===== config.mk =====
export PLATFORM = sky130hd
export DESIGN_NAME = nco_cordic_top
export DESIGN_NICKNAME = d
export VERILOG_FILES = /design/src/rtl/nco_pkg.sv /design/src/rtl/nco_phase_acc.sv /design/src/rtl/nco_prerot.sv /design/src/rtl/nco_cordic_stage.sv /design/src/rtl/nco_cordic_top.sv
export SDC_FILE = /design/constraint.sdc
export NUM_CORES = 2
export LEC_CHECK = 0
export ABC_AREA = 0
export BUFFER_PORTS_ARGS = -buffer_cell sky130_fd_sc_hd__buf_2
export CAP_MARGIN = 20
export CORE_MARGIN = 2
export CORE_UTILIZATION = 45
export DETAILED_ROUTE_END_ITERATION = 8
export PLACE_DENSITY = 0.65
export SLEW_MARGIN = 30
export SYNTH_ARGS = -nofsm -noshare
export SYNTH_HDL_FRONTEND = slang
export SYNTH_SLANG_ARGS = --single-unit

===== constraint.sdc =====
create_clock -name clk -period 10 [get_ports clk]
set_clock_uncertainty 0.15 [all_clocks]
set_input_delay 1 -clock clk [delete_from_list [all_inputs] [get_ports clk]]
set_output_delay 1 -clock clk [all_outputs]
set_load 0.005 [all_outputs]

===== src/rtl/nco_pkg.sv =====
package nco_pkg;

    localparam int PHASE_W_DEF = 20;
    localparam int DATA_W_DEF  = 14;
    localparam int GUARD_DEF   = 3;

    // Inverse rotation gain 1/K ~ 0.607253 in unsigned Q0.16
    localparam int                    GAIN_FRAC  = 16;
    localparam logic [GAIN_FRAC-1:0]  INV_GAIN_Q = 16'd39797;

    // Arctangent of 2^-idx in units where 2^32 is one full turn.
    // Beyond the listed entries atan(x) ~ x is accurate to well below 1 unit.
    function automatic logic [31:0] atan_turn32(input int idx);
        logic [31:0] t;
        case (idx)
            0:  t = 32'h20000000;
            1:  t = 32'h12E4051E;
            2:  t = 32'h09FB385B;
            3:  t = 32'h051111D4;
            4:  t = 32'h028B0D43;
            5:  t = 32'h0145D7E1;
            6:  t = 32'h00A2F61E;
            7:  t = 32'h00517C55;
            8:  t = 32'h0028BE53;
            9:  t = 32'h00145F2F;
            10: t = 32'h000A2F98;
            11: t = 32'h000517CC;
            12: t = 32'h00028BE6;
            13: t = 32'h000145F3;
            14: t = 32'h0000A2F9;
            15: t = 32'h0000517D;
            default: t = 32'(64'd683565276 >> idx);
        endcase
        return t;
    endfunction

    // Same angle rescaled to a pw-bit turn, rounded (pw must be below 32)
    function automatic longint unsigned atan_units(input int idx, input int pw);
        longint unsigned w;
        w = 64'(atan_turn32(idx));
        return (w + (64'd1 << (31 - pw))) >> (32 - pw);
    endfunction

endpackage


===== src/rtl/nco_phase_acc.sv =====
module nco_phase_acc #(
    parameter int PW = 20,
    parameter int AW = 13
) (
    input  logic          clk,
    input  logic          rst,
    input  logic          in_vld,
    input  logic [PW-1:0] step,
    input  logic [AW-1:0] amp,
    output logic          vld_q,
    output logic [PW-1:0] phase_q,
    output logic [AW-1:0] amp_q
);
    always_ff @(posedge clk) begin
        if (rst) begin
            vld_q   <= 1'b0;
            phase_q <= '0;
            amp_q   <= '0;
        end else begin
            vld_q <= in_vld;
            if (in_vld) begin
                phase_q <= phase_q + step;   // wraps naturally: full scale is one turn
                amp_q   <= amp;
            end
        end
    end
endmodule


===== src/rtl/nco_prerot.sv =====
module nco_prerot
    import nco_pkg::*;
#(
    parameter int PW = 20,
    parameter int AW = 13,
    parameter int IW = 19,
    parameter int G  = 3
) (
    input  logic [PW-1:0]        phase,
    input  logic [AW-1:0]        amp,
    output logic signed [IW-1:0] x0,
    output logic signed [IW-1:0] y0,
    output logic signed [PW-1:0] z0
);
    localparam int SH     = GAIN_FRAC - G;
    localparam int PROD_W = AW + GAIN_FRAC;
    localparam logic [PROD_W-1:0] RND = PROD_W'(1) << (SH - 1);

    logic [PROD_W-1:0]        prod;
    logic [PROD_W-1:0]        mag;
    logic signed [IW-1:0]     mag_s;
    logic                     half_turn;

    always_comb begin
        prod      = PROD_W'(amp) * PROD_W'(INV_GAIN_Q);
        mag       = (prod + RND) >> SH;
        mag_s     = IW'(mag);
        // Phase in the second or third quadrant: start from the negated vector
        half_turn = phase[PW-1] ^ phase[PW-2];
        x0        = half_turn ? -mag_s : mag_s;
        y0        = '0;
        // Residual angle after the optional half turn, in [-quarter, +quarter)
        z0        = $signed({phase[PW-2], phase[PW-2:0]});
    end
endmodule


===== src/rtl/nco_cordic_stage.sv =====
module nco_cordic_stage #(
    parameter int             IW    = 19,
    parameter int             PW    = 20,
    parameter int             SHIFT = 0,
    parameter logic [PW-1:0]  ANGLE = '0
) (
    input  logic                 clk,
    input  logic                 rst,
    input  logic                 vld_i,
    input  logic signed [IW-1:0] x_i,
    input  logic signed [IW-1:0] y_i,
    input  logic signed [PW-1:0] z_i,
    output logic                 vld_o,
    output logic signed [IW-1:0] x_o,
    output logic signed [IW-1:0] y_o,
    output logic signed [PW-1:0] z_o
);
    logic signed [IW-1:0] x_sh;
    logic signed [IW-1:0] y_sh;
    logic                 turn_pos;

    always_comb begin
        x_sh     = x_i >>> SHIFT;
        y_sh     = y_i >>> SHIFT;
        turn_pos = ~z_i[PW-1];
    end

    always_ff @(posedge clk) begin
        if (rst) begin
            vld_o <= 1'b0;
            x_o   <= '0;
            y_o   <= '0;
            z_o   <= '0;
        end else begin
            vld_o <= vld_i;
            if (turn_pos) begin
                x_o <= x_i - y_sh;
                y_o <= y_i + x_sh;
                z_o <= z_i - $signed(ANGLE);
            end else begin
                x_o <= x_i + y_sh;
                y_o <= y_i - x_sh;
                z_o <= z_i + $signed(ANGLE);
            end
        end
    end
endmodule


===== src/rtl/nco_cordic_top.sv =====
module nco_cordic_top
    import nco_pkg::*;
#(
    parameter int PHASE_W = PHASE_W_DEF,
    parameter int DATA_W  = DATA_W_DEF,
    parameter int GUARD   = GUARD_DEF
) (
    input  logic                     clk,
    input  logic                     rst,
    input  logic                     in_vld,
    input  logic [PHASE_W-1:0]       phase_inc,
    input  logic [DATA_W-2:0]        amp,
    output logic                     out_vld,
    output logic signed [DATA_W-1:0] sin_out,
    output logic signed [DATA_W-1:0] cos_out
);
    localparam int STAGES = DATA_W;
    localparam int AW     = DATA_W - 1;
    localparam int IW     = DATA_W + GUARD + 2;

    localparam logic signed [IW-1:0] HALF = IW'(1 << (GUARD - 1));
    localparam logic signed [IW-1:0] LIM  = IW'((1 << (DATA_W - 1)) - 1);
    localparam logic signed [IW-1:0] NLIM = -LIM;

    logic               acc_vld;
    logic [PHASE_W-1:0] acc_phase;
    logic [AW-1:0]      acc_amp;

    logic                      v_pipe [0:STAGES];
    logic signed [IW-1:0]      x_pipe [0:STAGES];
    logic signed [IW-1:0]      y_pipe [0:STAGES];
    logic signed [PHASE_W-1:0] z_pipe [0:STAGES-1];
    logic signed [PHASE_W-1:0] z_resid_unused;

    nco_phase_acc #(.PW(PHASE_W), .AW(AW)) u_acc (
        .clk     (clk),
        .rst     (rst),
        .in_vld  (in_vld),
        .step    (phase_inc),
        .amp     (amp),
        .vld_q   (acc_vld),
        .phase_q (acc_phase),
        .amp_q   (acc_amp)
    );

    nco_prerot #(.PW(PHASE_W), .AW(AW), .IW(IW), .G(GUARD)) u_pre (
        .phase (acc_phase),
        .amp   (acc_amp),
        .x0    (x_pipe[0]),
        .y0    (y_pipe[0]),
        .z0    (z_pipe[0])
    );

    assign v_pipe[0] = acc_vld;

    for (genvar i = 0; i < STAGES; i++) begin : g_stage
        localparam logic [PHASE_W-1:0] ANG = PHASE_W'(atan_units(i, PHASE_W));
        if (i < STAGES - 1) begin : g_mid
            nco_cordic_stage #(.IW(IW), .PW(PHASE_W), .SHIFT(i), .ANGLE(ANG)) u_stg (
                .clk (clk), .rst (rst),
                .vld_i (v_pipe[i]), .x_i (x_pipe[i]), .y_i (y_pipe[i]), .z_i (z_pipe[i]),
                .vld_o (v_pipe[i+1]), .x_o (x_pipe[i+1]), .y_o (y_pipe[i+1]), .z_o (z_pipe[i+1])
            );
        end else begin : g_last
            nco_cordic_stage #(.IW(IW), .PW(PHASE_W), .SHIFT(i), .ANGLE(ANG)) u_stg (
                .clk (clk), .rst (rst),
                .vld_i (v_pipe[i]), .x_i (x_pipe[i]), .y_i (y_pipe[i]), .z_i (z_pipe[i]),
                .vld_o (v_pipe[i+1]), .x_o (x_pipe[i+1]), .y_o (y_pipe[i+1]), .z_o (z_resid_unused)
            );
        end
    end

    // Drop guard bits with rounding and clamp to the symmetric output range
    function automatic logic signed [DATA_W-1:0] to_out(input logic signed [IW-1:0] v);
        logic signed [IW-1:0] r;
        r = (v + HALF) >>> GUARD;
        if (r > LIM)       r = LIM;
        else if (r < NLIM) r = NLIM;
        return r[DATA_W-1:0];
    endfunction

    always_comb begin
        out_vld = v_pipe[STAGES];
        cos_out = to_out(x_pipe[STAGES]);
        sin_out = to_out(y_pipe[STAGES]);
    end
endmodule


==> results_dict.tcl <==
set metrics [dict create \
    ios 65 \
    postRouteAntennaNets 0 \
    tightest_slew_ns 0.915 \
    drc_errors 0 \
    areaGrowthSynthToFinish_pct 8.73 \
    fin_hold_ws_ns 0.243 \
    fp.coreArea_um2 135000 \
    synth_cell_types 92 \
    top_layer_used "met4" \
    routed_wl_um 140000 \
    insertion_delay_ns 0.72 \
    cts_resized 0 \
    met1_length_um 66200 \
    synthesis.nets 8416 \
    fin_crit_ns 8.09 \
    die_w_um 373 \
    synthFlopType "dfxtp_1" \
    fin_setup_tns_ns 0 \
    synthArstFlopShare 0 \
    grt_usage 0.198 \
    antenna_found_initial 4 \
    cts.sinks 814 \
    clockRootBuffer "clkbuf_16" \
    cts.htree.levels 3 \
    synth_area_leaders "dfxtp_1 27%, ha_1 17%, xnor2_1 6.6%" \
    crit_path_end_kind "flip-flop" \
    rsz0062_at_grt "false" \
    grt_pass1_vias 48200 \
    slew_headroom 0.390 \
    final_nets 8424 \
    ys_ff_latch 814 \
    ys_seq_area_frac 0.265 \
    worstPathArrival_ns 8.52 \
    crit_path_start_kind "flip-flop" \
    cts_buffers 92 \
    vias_per_cell 5.36 \
    post-cts-setup-buffers 0 \
    cts_hold_buf 0 \
    dp_hpwl_um 109000 \
    dr_wl_met2_um 66000 \
    yosys_warnings 0 \
    slew_viol_final 0 \
    synth.top_cell.area_share 0.265 \
    synthCells 7426 \
    antenna_cells 0 \
    drive_above_1_share 0.0476 \
    num_vias 49800 \
    cts_buffer_depth 3 \
    final-hold-violation-count 0 \
    yosys.area.top_type "dfxtp_1" \
    critPathKind "reg -> reg" \
    setup_viol 0 \
    first_pass_iters 6 \
    routedWlPerCell_um 15.1 \
    gp_congestion 0.890 \
    r2r_slack_ns 1.91 \
    met3WireLength_um 4600 \
    grt_max_degree 197 \
    syn_area_um2 61400 \
    initial_core_util 0.453 \
    port_buffers 64 \
    critPathMaxFanout 7 \
    dieArea_um2 139000 \
    synth_edf_count 0 \
    critPathRequiredTime_ns 10.43 \
    synth_common_cells "982 x nor2_1, 839 x ha_1, 814 x dfxtp_1" \
    cap_violations 0 \
    synth.most_common_cell "nor2_1" \
    std_cell_rows 135 \
    clk_pin_slew_ns 0.06 \
    min_path_type "reg -> reg" \
    fmax_ghz 0.124 \
    grt.overflow.total 0 \
    outcome "complete, no violations" \
    grt_pass1_wl_um 235000 \
    finalCritPeriodShare 0.809 \
    drtIter0Drc 2716 \
    die_h_um 373 \
    utilization 0.493 \
    cts_tree "yes" \
    synth_area_per_cell_um2 8.27 \
]
==> cell families after synthesis <==
kind of cell,after synthesis,synth area share
AO/OA/AOI/OAI,1605,0.161
AND/OR/NAND/NOR,2405,0.186
buffers and inverters,725,0.0444
XOR/XNOR,839,0.120
flip-flops,814,0.265
adder cells (fa/ha/maj),954,0.208
multiplexers,84,0.0144
==> sequential cells by signal, indices dropped and copies added, names as in the netlist <==
register,flops
u_acc.vld_q,1
g_stage.g_last.u_stg.x_o,17
g_stage.g_last.u_stg.y_o,17
g_stage.g_mid.u_stg.vld_o,13
g_stage.g_mid.u_stg.z_o,239
g_stage.g_last.u_stg.vld_o,1
u_acc.phase_q,20
g_stage.g_mid.u_stg.x_o,246
g_stage.g_mid.u_stg.y_o,247
u_acc.amp_q,13
==> layout make-up <==
type,instances,area (µm²)
fill,13100,68700
clock buffer,119,2560
clock inverter,47,668
inverter,550,2060
multi-input combinational,5887,42400
tap,1781,2230
sequential,814,16300
timing repair buffer,89,556
==> path summary, 6_finish.rpt <==
path / startpoint / endpoint / cells after the start
setup reg to reg: u_acc.amp_q[7] / g_stage[0].g_mid.u_stg.y_o[15] / 22
hold reg to reg: g_stage[3].g_mid.u_stg.vld_o / g_stage[4].g_mid.u_stg.vld_o / 1
hold / removal: g_stage[3].g_mid.u_stg.vld_o / g_stage[4].g_mid.u_stg.vld_o / 1
setup / recovery: u_acc.amp_q[7] / g_stage[0].g_mid.u_stg.y_o[15] / 22
==> placed cells by master (no fill, tap or decap), types with 115 or more instances in the layout <==
cell type and count:
nor2_1 982, fa_1 115, nor2b_1 124, xor2_1 370, xnor2_1 465, dfxtp_1 814, inv_1 544, a21oi_1 605
o21bai_1 139, nand3_1 150, nand2_1 283, o21ai_0 339, nor3_1 368, or3_1 168, ha_1 839
==> routing by layer <==
| metal | track usage | vias up |
|---|---|---|
| met5 | 0 | - |
| met4 | 0.0462 | 0 |
| met3 | 0.0242 | 168 |
| met2 | 0.345 | 694 |
| met1 | 0.260 | 23200 |
| li1 | - | 25700 |
==> metrics by stage <==
| step | setup WS, ns | std cells | instance area [µm²] |
|---|---|---|---|
| after floorplan | 2.94 | 7426 | 61400 |
| after CTS | 1.92 | 9286 | 66700 |
| after detailed placement | 1.98 | 9120 | 63500 |
| final | 1.91 | 9287 | 66800 |
| after global placement | 1.98 | 9120 | 63500 |
| after global routing | 1.32 | 9287 | 66800 |
==> critical path, cell delays in order (launching register included) <==
cell and delay (ns):
dfxtp_1 0.61, fa_1 0.48, inv_1 0.08, fa_1 0.44, fa_1 0.52, fa_1 0.54
inv_1 0.05, fa_1 0.47, ha_1 0.33, ha_1 0.40, and3_1 0.23, a221o_1 0.38
a211oi_2 0.49, xnor2_1 0.28, ha_1 0.35, o21ai_1 0.14, nor3_1 0.40, nand3_2 0.20
o311ai_0 0.29, nor4b_1 0.38, xnor2_1 0.22, a21boi_1 0.17, mux2_2 0.35
Power is not shown: default switching activity piles up to over one toggle a cycle in this logic, so the estimate is an artifact.
